$ cat src/rtl/mfe_pkg.sv
package mfe_pkg;
  typedef enum logic [2:0] {
    OP_LOAD  = 3'd0,
    OP_STORE = 3'd1,
    OP_PURGE = 3'd2,
    OP_WBACK = 3'd3,
    OP_INVAL = 3'd4,
    OP_ALLOC = 3'd5
  } acc_op_e;

  typedef enum logic {
    FK_MISS = 1'b0,
    FK_PROT = 1'b1
  } fault_kind_e;

  localparam int CODE_W = 12;
  localparam logic [CODE_W-1:0] CODE_MISS_RD = 12'h040;
  localparam logic [CODE_W-1:0] CODE_MISS_WR = 12'h060;
  localparam logic [CODE_W-1:0] CODE_PROT_RD = 12'h0A0;
  localparam logic [CODE_W-1:0] CODE_PROT_WR = 12'h0C0;

  // Cache-maintenance kinds fold onto read or write here.
  function automatic logic op_is_write(input logic [2:0] op);
    logic w;
    case (op)
      OP_STORE, OP_INVAL, OP_ALLOC: w = 1'b1;
      default:                      w = 1'b0;
    endcase
    return w;
  endfunction

  // Rights check: bit1 opens user mode, bit0 opens writes.
  function automatic logic rights_allow(input logic [1:0] pr,
                                        input logic wr,
                                        input logic priv);
    return (priv | pr[1]) & (~wr | pr[0]);
  endfunction

  function automatic logic [CODE_W-1:0] calc_event_code(input fault_kind_e k,
                                                        input logic wr);
    logic [CODE_W-1:0] c;
    if (k == FK_PROT) c = wr ? CODE_PROT_WR : CODE_PROT_RD;
    else              c = wr ? CODE_MISS_WR : CODE_MISS_RD;
    return c;
  endfunction
endpackage

$ cat src/rtl/mfe_classify.sv
module mfe_classify
  import mfe_pkg::*;
(
  input  logic       chk_valid,
  input  logic       tlb_hit,
  input  logic [1:0] tlb_pr,
  input  logic [2:0] access_op,
  input  logic       priv,
  output logic       fault_raise,
  output logic       fault_kind,
  output logic       fault_wr
);
  logic is_wr;
  logic allowed;

  always_comb begin
    is_wr       = op_is_write(access_op);
    allowed     = rights_allow(tlb_pr, is_wr, priv);
    fault_wr    = is_wr;
    fault_kind  = tlb_hit ? FK_PROT : FK_MISS;
    fault_raise = chk_valid & (~tlb_hit | ~allowed);
  end
endmodule

$ cat src/rtl/mfe_context.sv
module mfe_context
  import mfe_pkg::*;
#(
  parameter int VA_W       = 32,
  parameter int DW         = 32,
  parameter int PAGE_SHIFT = 10,
  parameter int MD_BIT     = 30,
  parameter int BL_BIT     = 28,
  localparam int VPN_W     = VA_W - PAGE_SHIFT
) (
  input  logic              clk,
  input  logic              rst_n,
  input  logic              take,
  input  logic              kind,
  input  logic              wr,
  input  logic [VA_W-1:0]   vaddr,
  input  logic [DW-1:0]     cur_pc,
  input  logic              in_ds,
  input  logic [DW-1:0]     br_pc,
  input  logic [DW-1:0]     sr_in,
  input  logic [DW-1:0]     r15_in,
  output logic [VPN_W-1:0]  vpn_q,
  output logic [VA_W-1:0]   tea_q,
  output logic [CODE_W-1:0] code_q,
  output logic [DW-1:0]     spc_q,
  output logic [DW-1:0]     ssr_q,
  output logic [DW-1:0]     sgr_q,
  output logic [DW-1:0]     sr_q
);
  logic [DW-1:0]     sr_entry;
  logic [DW-1:0]     pc_pick;
  logic [CODE_W-1:0] code_next;

  for (genvar i = 0; i < DW; i++) begin : g_sr_bit
    if (i == MD_BIT || i == BL_BIT) begin : g_force
      assign sr_entry[i] = 1'b1;
    end else begin : g_keep
      assign sr_entry[i] = sr_in[i];
    end
  end

  assign pc_pick   = in_ds ? br_pc : cur_pc;
  assign code_next = calc_event_code(fault_kind_e'(kind), wr);

  always_ff @(posedge clk or negedge rst_n) begin
    if (!rst_n) begin
      vpn_q  <= '0;
      tea_q  <= '0;
      code_q <= '0;
      spc_q  <= '0;
      ssr_q  <= '0;
      sgr_q  <= '0;
      sr_q   <= '0;
    end else if (take) begin
      vpn_q  <= vaddr[VA_W-1:PAGE_SHIFT];
      tea_q  <= vaddr;
      code_q <= code_next;
      spc_q  <= pc_pick;
      ssr_q  <= sr_in;
      sgr_q  <= r15_in;
      sr_q   <= sr_entry;
    end
  end
endmodule

$ cat src/rtl/mfe_redirect.sv
module mfe_redirect #(
  parameter int          DW         = 32,
  parameter logic [31:0] VEC_OFFSET = 32'h0000_0400
) (
  input  logic          clk,
  input  logic          rst_n,
  input  logic          take,
  input  logic [DW-1:0] vbr_in,
  output logic          redir_v,
  output logic [DW-1:0] redir_pc
);
  function automatic logic [DW-1:0] vector_of(input logic [DW-1:0] base);
    return base + DW'(VEC_OFFSET);
  endfunction

  always_ff @(posedge clk or negedge rst_n) begin
    if (!rst_n) begin
      redir_v  <= 1'b0;
      redir_pc <= '0;
    end else begin
      redir_v <= take;
      if (take) redir_pc <= vector_of(vbr_in);
    end
  end
endmodule

$ cat src/rtl/mfe_fault_entry.sv
module mfe_fault_entry
  import mfe_pkg::*;
#(
  parameter int          VA_W       = 32,
  parameter int          DW         = 32,
  parameter int          PAGE_SHIFT = 10,
  parameter int          MD_BIT     = 30,
  parameter int          BL_BIT     = 28,
  parameter logic [31:0] VEC_OFFSET = 32'h0000_0400,
  localparam int         VPN_W      = VA_W - PAGE_SHIFT
) (
  input  logic              clk,
  input  logic              rst_n,
  input  logic              chk_valid,
  input  logic              tlb_hit,
  input  logic [1:0]        tlb_pr,
  input  logic [2:0]        access_op,
  input  logic [VA_W-1:0]   fault_vaddr,
  input  logic [DW-1:0]     cur_pc,
  input  logic              in_delay_slot,
  input  logic [DW-1:0]     branch_pc,
  input  logic [DW-1:0]     sr_in,
  input  logic [DW-1:0]     r15_in,
  input  logic [DW-1:0]     vbr_in,
  output logic [VPN_W-1:0]  tr_vpn,
  output logic [VA_W-1:0]   fault_addr,
  output logic [CODE_W-1:0] evt_code,
  output logic [DW-1:0]     saved_pc,
  output logic [DW-1:0]     saved_sr,
  output logic [DW-1:0]     saved_gr,
  output logic [DW-1:0]     sr_out,
  output logic              redirect_valid,
  output logic [DW-1:0]     redirect_pc
);
  // Named internal events, visible to the bound checker.
  logic fault_raise_w;
  logic fault_kind_w;
  logic fault_wr_w;
  logic blocked_w;
  logic accept_w;

  mfe_classify u_cls (
    .chk_valid   (chk_valid),
    .tlb_hit     (tlb_hit),
    .tlb_pr      (tlb_pr),
    .access_op   (access_op),
    .priv        (sr_in[MD_BIT]),
    .fault_raise (fault_raise_w),
    .fault_kind  (fault_kind_w),
    .fault_wr    (fault_wr_w)
  );

  assign blocked_w = sr_in[BL_BIT] | redirect_valid;
  assign accept_w  = fault_raise_w & ~blocked_w;

  mfe_context #(
    .VA_W(VA_W), .DW(DW), .PAGE_SHIFT(PAGE_SHIFT),
    .MD_BIT(MD_BIT), .BL_BIT(BL_BIT)
  ) u_ctx (
    .clk    (clk),
    .rst_n  (rst_n),
    .take   (accept_w),
    .kind   (fault_kind_w),
    .wr     (fault_wr_w),
    .vaddr  (fault_vaddr),
    .cur_pc (cur_pc),
    .in_ds  (in_delay_slot),
    .br_pc  (branch_pc),
    .sr_in  (sr_in),
    .r15_in (r15_in),
    .vpn_q  (tr_vpn),
    .tea_q  (fault_addr),
    .code_q (evt_code),
    .spc_q  (saved_pc),
    .ssr_q  (saved_sr),
    .sgr_q  (saved_gr),
    .sr_q   (sr_out)
  );

  mfe_redirect #(.DW(DW), .VEC_OFFSET(VEC_OFFSET)) u_rdr (
    .clk      (clk),
    .rst_n    (rst_n),
    .take     (accept_w),
    .vbr_in   (vbr_in),
    .redir_v  (redirect_valid),
    .redir_pc (redirect_pc)
  );
endmodule

$ cat config.mk
export PLATFORM = sky130hd
export DESIGN_NAME = mfe_fault_entry
export DESIGN_NICKNAME = d
export VERILOG_FILES = /design/src/rtl/mfe_pkg.sv /design/src/rtl/mfe_classify.sv /design/src/rtl/mfe_context.sv /design/src/rtl/mfe_redirect.sv /design/src/rtl/mfe_fault_entry.sv
export SDC_FILE = /design/constraint.sdc
export NUM_CORES = 1
export LEC_CHECK = 0
export ABC_CLOCK_PERIOD_IN_PS = 3200
export BUFFER_PORTS_ARGS = -buffer_cell sky130_fd_sc_hd__buf_4
export CORE_AREA = 2 2 167 169
export DETAILED_ROUTE_END_ITERATION = 10
export DIE_AREA = 0 0 169 171
export PLACE_DENSITY = 0.64
export SLEW_MARGIN = 20
export SYNTH_ARGS = -nofsm -noshare
export SYNTH_HDL_FRONTEND = slang
export SYNTH_SLANG_ARGS = --single-unit
$ cat constraint.sdc
create_clock -name clk -period 3.2 [get_ports clk]
set_clock_uncertainty 0.1 [all_clocks]
set_input_delay 0.32 -clock clk [delete_from_list [all_inputs] [get_ports clk]]
set_output_delay 0.32 -clock clk [all_outputs]
set_load 0.05 [all_outputs]
==> flow_metrics.py, run 1 <==
metrics = {
    "route": {
        "drc": 0,
        "via_count": 5843,
        "vias_per_cell": 4.48,
        "ant_nets": 0,
        "first_pass_iters": 4,
        "drt_iter0_markers": 305,
        "drt-total-wl_mm": 23.4,
        "wl_per_cell_um": 17.9,
    },
    "sta": {
        "hold_ws_ns": 0.0291,
        "fmax_mhz": 446,
        "worstMarginPinSlew_ns": 0.676,
        "setup_viol": 0,
        "fin_tns_setup_ns": 0,
        "fin_crit_sh": 0.701,
        "rsz0062_at_grt": "no",
        "fin_crit_ns": 2.24,
        "max-slew-margin-rel": 0.549,
        "hold_violations": 0,
        "slew_viol_final": 0,
    },
    "clocking": {
        "cts_buffer_depth": 2,
        "htree_num_levels": 4,
        "post_cts_buffers": 0,
        "cts.sinks": 165,
        "cts_root_buf": "clkbuf_16",
        "hold_buffers": 2,
        "clk_latency_ns": 0.41,
        "numCtsBuffers": 17,
        "post_cts_resized": 0,
        "cts_tree": "yes",
        "clkSlewWorstSetupHoldPaths_ns": 0.08,
    },
    "global_route": {
        "grt_pass1_vias": 6067,
        "grtUsageTotal": 0.155,
        "grt_overflow_total": 0,
        "antenna_found_initial": 0,
        "grt_pass1_wl_mm": 34.7,
        "grt_max_degree": 77,
    },
    "pwr": {
        "pwr-share-seq": 0.320,
        "netSwitchingFraction": 0.458,
        "p_sw_mw": 4.08,
        "power_density_mw_per_mm2": 809,
        "leakage_nw": 5.22,
        "p_int_mw": 4.82,
        "power_frac_comb": 0.460,
        "power_frac_clock": 0.220,
        "ir_drop_uv": 325,
    },
    "finish": {
        "final_util": 0.403,
        "antennaDiodeCount": 0,
        "fin_cells": 1303,
        "drive_gt1_frac": 0.601,
        "multi_input_area_mm2": 0.00258,
        "nets": 1148,
        "fillCellCount": 2694,
        "area_delta_synth_final_pct": 50.0,
        "seq_area_mm2": 0.00413,
    },
    "worst_setup_path": {
        "rr_endpoint": "u_ctx.sr_q[11]",
        "endpoint": "u_rdr.redir_pc[30]",
        "path_max_fanout": 5,
        "worst_ep_arrival_time_ns": 2.49,
        "r2r_cells": 5,
        "crit_start": "vbr_in[10]",
        "start_kind": "input pin",
        "crit_type": "in -> reg",
        "r2r_slack_ns": 1.04,
        "end_kind": "flip-flop",
        "r2r-start": "u_rdr.redir_v",
        "crit_required_ns": 3.44,
    },
    "synthesis": {
        "ys_warn_count": 0,
        "synth_seq_cells": 165,
        "syn-instance-count": 579,
        "synth_ff_type": "dfrtp_1",
        "synthesis.area_mm2": 0.00734,
        "ys_seq_area_frac": 0.563,
        "avgSynthCellArea_um2": 12.7,
        "async_flop_share": 1.00,
        "synth_edf_count": 0,
        "ys_types": 35,
    },
    "placement": {
        "dp_cells": 1269,
        "hpwl_mm": 17.3,
        "port_buffers": 419,
        "place_congestion": 0.793,
    },
    "hold_path": {
        "holdCritPathClass": "in -> reg",
    },
    "run": {
        "maxCapViolCount": 0,
    },
    "die": {
        "core_area_mm2": 0.0273,
        "rows": 61,
        "io_pins": 429,
        "start_util": 0.269,
        "die_w_um": 169,
        "die_area_mm2": 0.0289,
        "die_h_um": 171,
    },
    "status": {
        "status": "finished clean",
    },
}
-- critical path: stages --
cell and delay (ns):
dlygate4sd3_1 0.52, buf_4 0.12, ha_1 0.24, nand3_1 0.17, or4_4 0.59, or3_1 0.36, a31oi_1 0.16
-- final cells by class --
class | instances | share of cell area
flip-flops and latches | 165 | 0.375
repair buffers | 433 | 0.298
multi-input cells | 319 | 0.234
clock buffers | 19 | 0.0393
well taps | 346 | 0.0393
clock inverters | 13 | 0.0103
inverters | 8 | 0.00318
-- layer usage --
metal	GRT usage	part of all wire	vias up
met5	0	0	-
met4	0.0353	0.0083	0
met3	0.0511	0.083	12
met2	0.270	0.51	260
met1	0.187	0.40	2859
li1	-	-	2712
-- Yosys cell counts, types with 5 or more instances --
master    count  area (um^2)
dfrtp_1     165         4130
mux2_2      108         1220
a21oi_1      94          470
buf_4        68          510
mux2i_1      35          350
clkbuf_1     13         48.8
xnor2_1      13          114
buf_2        10         50.1
nand2_1       9         33.8
inv_1         7         26.3
a31oi_1       6         37.5
o21ai_0       6         30.0
or3_1         6         37.5
nand3_1       5         25.0
-- flip-flops by register name, indices dropped and copies added (netlist names) --
register	cells
u_ctx.code_q	3
u_ctx.sgr_q	32
u_ctx.ssr_q	2
u_ctx.sr_q	31
u_ctx.spc_q	32
u_ctx.tea_q	32
u_rdr.redir_v	1
u_rdr.redir_pc	32
-- power by group through the flow --
stage          registers (mW)  logic (mW)  clock network [mW]
2_1_floorplan            4.42        1.31                   0
3_3_place_gp             2.87        4.10                   0
3_5_place_dp             2.89        4.12                   0
4_1_cts                  2.86        4.13                2.03
5_1_grt                  2.91        4.26                2.12
6_report                 2.85        4.10                1.96
-- cell usage in the layout (no fill, tap or decap), types with 4 or more instances in the layout --
| cell type | instances |
|---|---|
| buf_4 | 428 |
| dfrtp_1 | 165 |
| mux2_2 | 108 |
| a21oi_1 | 94 |
| mux2i_1 | 35 |
| clkbuf_16 | 17 |
| xnor2_1 | 13 |
| nand2_1 | 9 |
| conb_1 | 9 |
| inv_1 | 7 |
| inv_6 | 6 |
| o21ai_0 | 6 |
| or3_1 | 6 |
| a31oi_1 | 6 |
| nand3_1 | 5 |
| nand4_1 | 4 |
| nor4_1 | 4 |
| clkinv_4 | 4 |
-- worst min path at each step --
stage	from	end	slack [ns]	cells past startpoint
finish	sr_in[7]	u_ctx.sr_q[7]	0.03	2
floorplan	rst_n	u_ctx.code_q[5]	-0.08	0
global route	r15_in[22]	u_ctx.sgr_q[22]	0.003	2
global placement	rst_n	u_ctx.sr_q[1]	0.24	1
CTS	fault_vaddr[12]	u_ctx.tea_q[12]	0.002	2
detailed placement	rst_n	u_ctx.sr_q[1]	0.24	1
-- through the flow --
step	power, mW	setup WS [ns]	cell area [um^2]
CTS	9.01	0.979	11000
detailed placement	7.01	0.859	10400
global placement	6.97	0.872	10400
floorplan	5.72	0.973	7370
finish	8.90	0.955	11000
global route	9.29	0.885	11000
-- cells by family after synthesis --
family | synth area share
other | 0.000511
AO/OA/AOI/OAI | 0.0776
multiplexers | 0.213
adder cells (fa/ha/maj) | 0.00341
buffers and inverters | 0.0926
AND/OR/NAND/NOR | 0.0331
flip-flops | 0.563
XOR/XNOR | 0.0167
(Power assumes the default switching activity.)
==> run 2: changes to the inputs <==
--- a/config.mk
+++ b/config.mk
@@ -5,12 +5,13 @@
 export SDC_FILE = /design/constraint.sdc
 export NUM_CORES = 1
 export LEC_CHECK = 0
-export ABC_CLOCK_PERIOD_IN_PS = 3200
+export ABC_AREA = 1
+export ABC_CLOCK_PERIOD_IN_PS = 2000
 export BUFFER_PORTS_ARGS = -buffer_cell sky130_fd_sc_hd__buf_4
 export CORE_AREA = 2 2 167 169
 export DETAILED_ROUTE_END_ITERATION = 10
 export DIE_AREA = 0 0 169 171
-export PLACE_DENSITY = 0.64
+export PLACE_DENSITY = 0.67
 export SLEW_MARGIN = 20
 export SYNTH_ARGS = -nofsm -noshare
 export SYNTH_HDL_FRONTEND = slang
==> constraint.sdc (replaced) <==
create_clock -name clk -period 2 [get_ports clk]
set_clock_uncertainty 0.1 [all_clocks]
set_input_delay 0.2 -clock clk [delete_from_list [all_inputs] [get_ports clk]]
set_output_delay 0.2 -clock clk [all_outputs]
set_load 0.05 [all_outputs]
==> flow_metrics.py, run 2 <==
metrics = {
    "route": {
        "first_pass_iters": 5,
        "wl_per_cell_um": 14.4,
        "drt-total-wl_mm": 25.4,
        "ant_nets": 0,
        "drt_iter0_markers": 405,
        "via_count": 7495,
        "vias_per_cell": 4.24,
        "drc": 0,
    },
    "worst_setup_path": {
        "crit_type": "in -> reg",
        "start_kind": "input pin",
        "max_stage_delay_ns": 0.54,
        "end_kind": "flip-flop",
        "cp_slowest_cell": "dlygate4sd3_1",
        "path_max_fanout": 4,
        "crit_required_ns": 2.26,
        "crit_path_frequent_cell": "nand2_1",
        "r2r-start": "u_rdr.redir_v",
        "worstPathCellList": "dlygate4sd3_1, buf_4, ha_1, nand3_1, inv_1, nand2_2, nor2_4, xor2_1, nand2_1, nand2_1",
        "r2r_cells": 6,
        "r2r_slack_ns": 0.38,
        "worst_ep_arrival_time_ns": 1.94,
        "rr_endpoint": "u_rdr.redir_pc[2]",
    },
    "synthesis": {
        "synthTopCellsByCount": "nand2_1 (492), dfrtp_1 (165), buf_4 (66)",
        "ys_warn_count": 0,
        "async_flop_share": 1.00,
        "synthesis.area_mm2": 0.00754,
        "synth_edf_count": 0,
        "synth_ff_type": "dfrtp_1",
        "ys_types": 24,
        "synth_top_area_cell": "dfrtp_1",
        "syn-instance-count": 888,
        "synth_area_leaders": "dfrtp_1 (55%), nand2_1 (25%), buf_4 (6.6%)",
        "avgSynthCellArea_um2": 8.49,
        "ys_seq_area_frac": 0.548,
        "synth_top_area_share": 0.548,
        "synth_most_common_cell": "nand2_1",
        "synth_seq_cells": 165,
    },
    "sta": {
        "rsz0062_at_grt": "no",
        "setup_viol": 0,
        "fmax_mhz": 593,
        "slew_viol_final": 0,
        "fin_tns_setup_ns": 0,
        "fin_crit_ns": 1.69,
        "final.setup.worst_slack_ns": 0.314,
        "hold_violations": 0,
        "fin_crit_sh": 0.843,
    },
    "placement": {
        "place_congestion": 0.822,
        "place_area_mm2": 0.0106,
        "dp_cells": 1570,
        "port_buffers": 419,
        "hpwl_mm": 17.0,
        "pre_cts_slack_ns": 0.375,
    },
    "clocking": {
        "post_cts_buffers": 0,
        "cts_buffer_depth": 2,
        "cts_tree": "yes",
        "cts_root_buf": "clkbuf_16",
        "numCtsBuffers": 17,
        "cts.sinks": 165,
        "htree_num_levels": 4,
        "clk_latency_ns": 0.41,
        "clkSlewWorstSetupHoldPaths_ns": 0.07,
    },
    "global_route": {
        "antenna_found_initial": 0,
        "grt_max_degree": 98,
        "grt_pass1_vias": 7529,
        "grt_pass1_wl_mm": 38.8,
        "grtUsageTotal": 0.168,
        "grt_overflow_total": 0,
    },
    "pwr": {
        "leakage_nw": 6.90,
        "ir_drop_uv": 490,
        "power_density_mw_per_mm2": 1080,
    },
    "finish": {
        "final_cell_mix": "nand2_1 (492), buf_4 (422), dfrtp_1 (165)",
        "area_delta_synth_final_pct": 70.9,
        "nets": 1611,
        "final_area_mm2": 0.0129,
        "final_util": 0.471,
        "drive_gt1_frac": 0.351,
        "fin_cells": 1766,
        "fillCellCount": 2524,
        "layout_commonest_cell": "nand2_1",
        "antennaDiodeCount": 0,
    },
    "hold_path": {
        "holdCritPathClass": "in -> reg",
        "hold_depth": 4,
        "hold_start": "vbr_in[20]",
        "hold_path_end": "u_rdr.redir_pc[20]",
    },
    "die": {
        "core_area_mm2": 0.0273,
        "die_h_um": 171,
        "rows": 61,
        "die_area_mm2": 0.0289,
        "io_pins": 429,
        "die_w_um": 169,
        "start_util": 0.276,
    },
    "run": {
        "maxCapViolCount": 0,
    },
    "status": {
        "status": "finished clean",
    },
}
[run 2: cell types whose count changed after synthesis, moves of 6 or more]
cell	delta
nand2_1	+483
a21oi_1	-94
mux2_2	-76
mux2i_1	-35
buf_2	+20
nor2_1	+20
nand3_1	+12
o21ai_0	+10
clkbuf_1	-9
inv_1	+9
xnor2_1	-8
a31oi_1	-6
or3_1	-6
xor2_1	+6
[run 2: final cells by class]
type	count	area, um^2	area share
Tap cell	346	433	0.0336
Multi-Input combinational cell	612	2710	0.211
Clock inverter	14	164	0.0127
Inverter	18	70.1	0.00544
Timing Repair Buffer	593	4940	0.384
Sequential cell	165	4130	0.321
Clock buffer	18	429	0.0333
[run 2: logic make-up (layout without fill, tap and decap cells)]
family / after synthesis / count (layout) / synth area share
adder cells (fa/ha/maj): 2 / 2 / 0.00332
other: 1 / 9 / 0.000498
buffers and inverters: 119 / 643 / 0.0981
XOR/XNOR: 12 / 12 / 0.0139
AO/OA/AOI/OAI: 18 / 18 / 0.0126
multiplexers: 32 / 32 / 0.0478
flip-flops: 165 / 165 / 0.548
AND/OR/NAND/NOR: 539 / 539 / 0.276
[run 2: worst max-delay path, delay by kind of cell]
kind | cells | cell delay [ns]
xor+xnor | 1 | 0.22
fa+ha+maj | 1 | 0.18
buf+inv | 3 | 0.82
simple gates | 5 | 0.52
[run 2: how the worst max path moves through the flow]
stage	from	endpoint	slack [ns]	cells past startpoint
finish	vbr_in[11]	u_rdr.redir_pc[20]	0.31	10
global placement	u_rdr.redir_v	u_rdr.redir_pc[31]	0.43	6
detailed placement	u_rdr.redir_v	u_rdr.redir_pc[2]	0.37	6
CTS	vbr_in[10]	u_rdr.redir_pc[20]	0.33	10
global route	tlb_hit	u_ctx.tea_q[4]	0.20	9
floorplan	u_rdr.redir_v	u_ctx.sr_q[10]	0.44	6
[run 2: metal layers]
layer / routed length [um] / track usage / share of wire / up-vias
met4: 478 / 0.0513 / 0.019 / 0
met5: 0 / 0 / 0 / -
met1: 10600 / 0.202 / 0.42 / 3465
met2: 12500 / 0.291 / 0.49 / 312
met3: 1830 / 0.0483 / 0.072 / 34
li1: - / - / - / 3684
[run 2: stage by stage]
step                      hold WS (ns)  total power [mW]
after global placement         -0.0300              10.3
after global routing           0.00225              14.5
after detailed placement       -0.0326              10.3
after CTS                     0.000547              14.0
final                           0.0127              13.9
after floorplan                 -0.196              8.47
[run 2: power by group]
part / total [mW] / leakage, nW / internal (mW) / switching [mW]
registers: 4.44 / 2.05 / 3.97 / 0.466
clock network: 3.33 / 0.286 / 1.79 / 1.54
logic: 6.10 / 4.56 / 1.91 / 4.20
total: 13.9 / 6.90 / 7.67 / 6.20
[run 2: what timing repair did]
item,CTS,global route
setup endpoints to repair,0,0
resized for setup,0,0
hold buffers,164,0
endpoints found under the hold margin,310,0
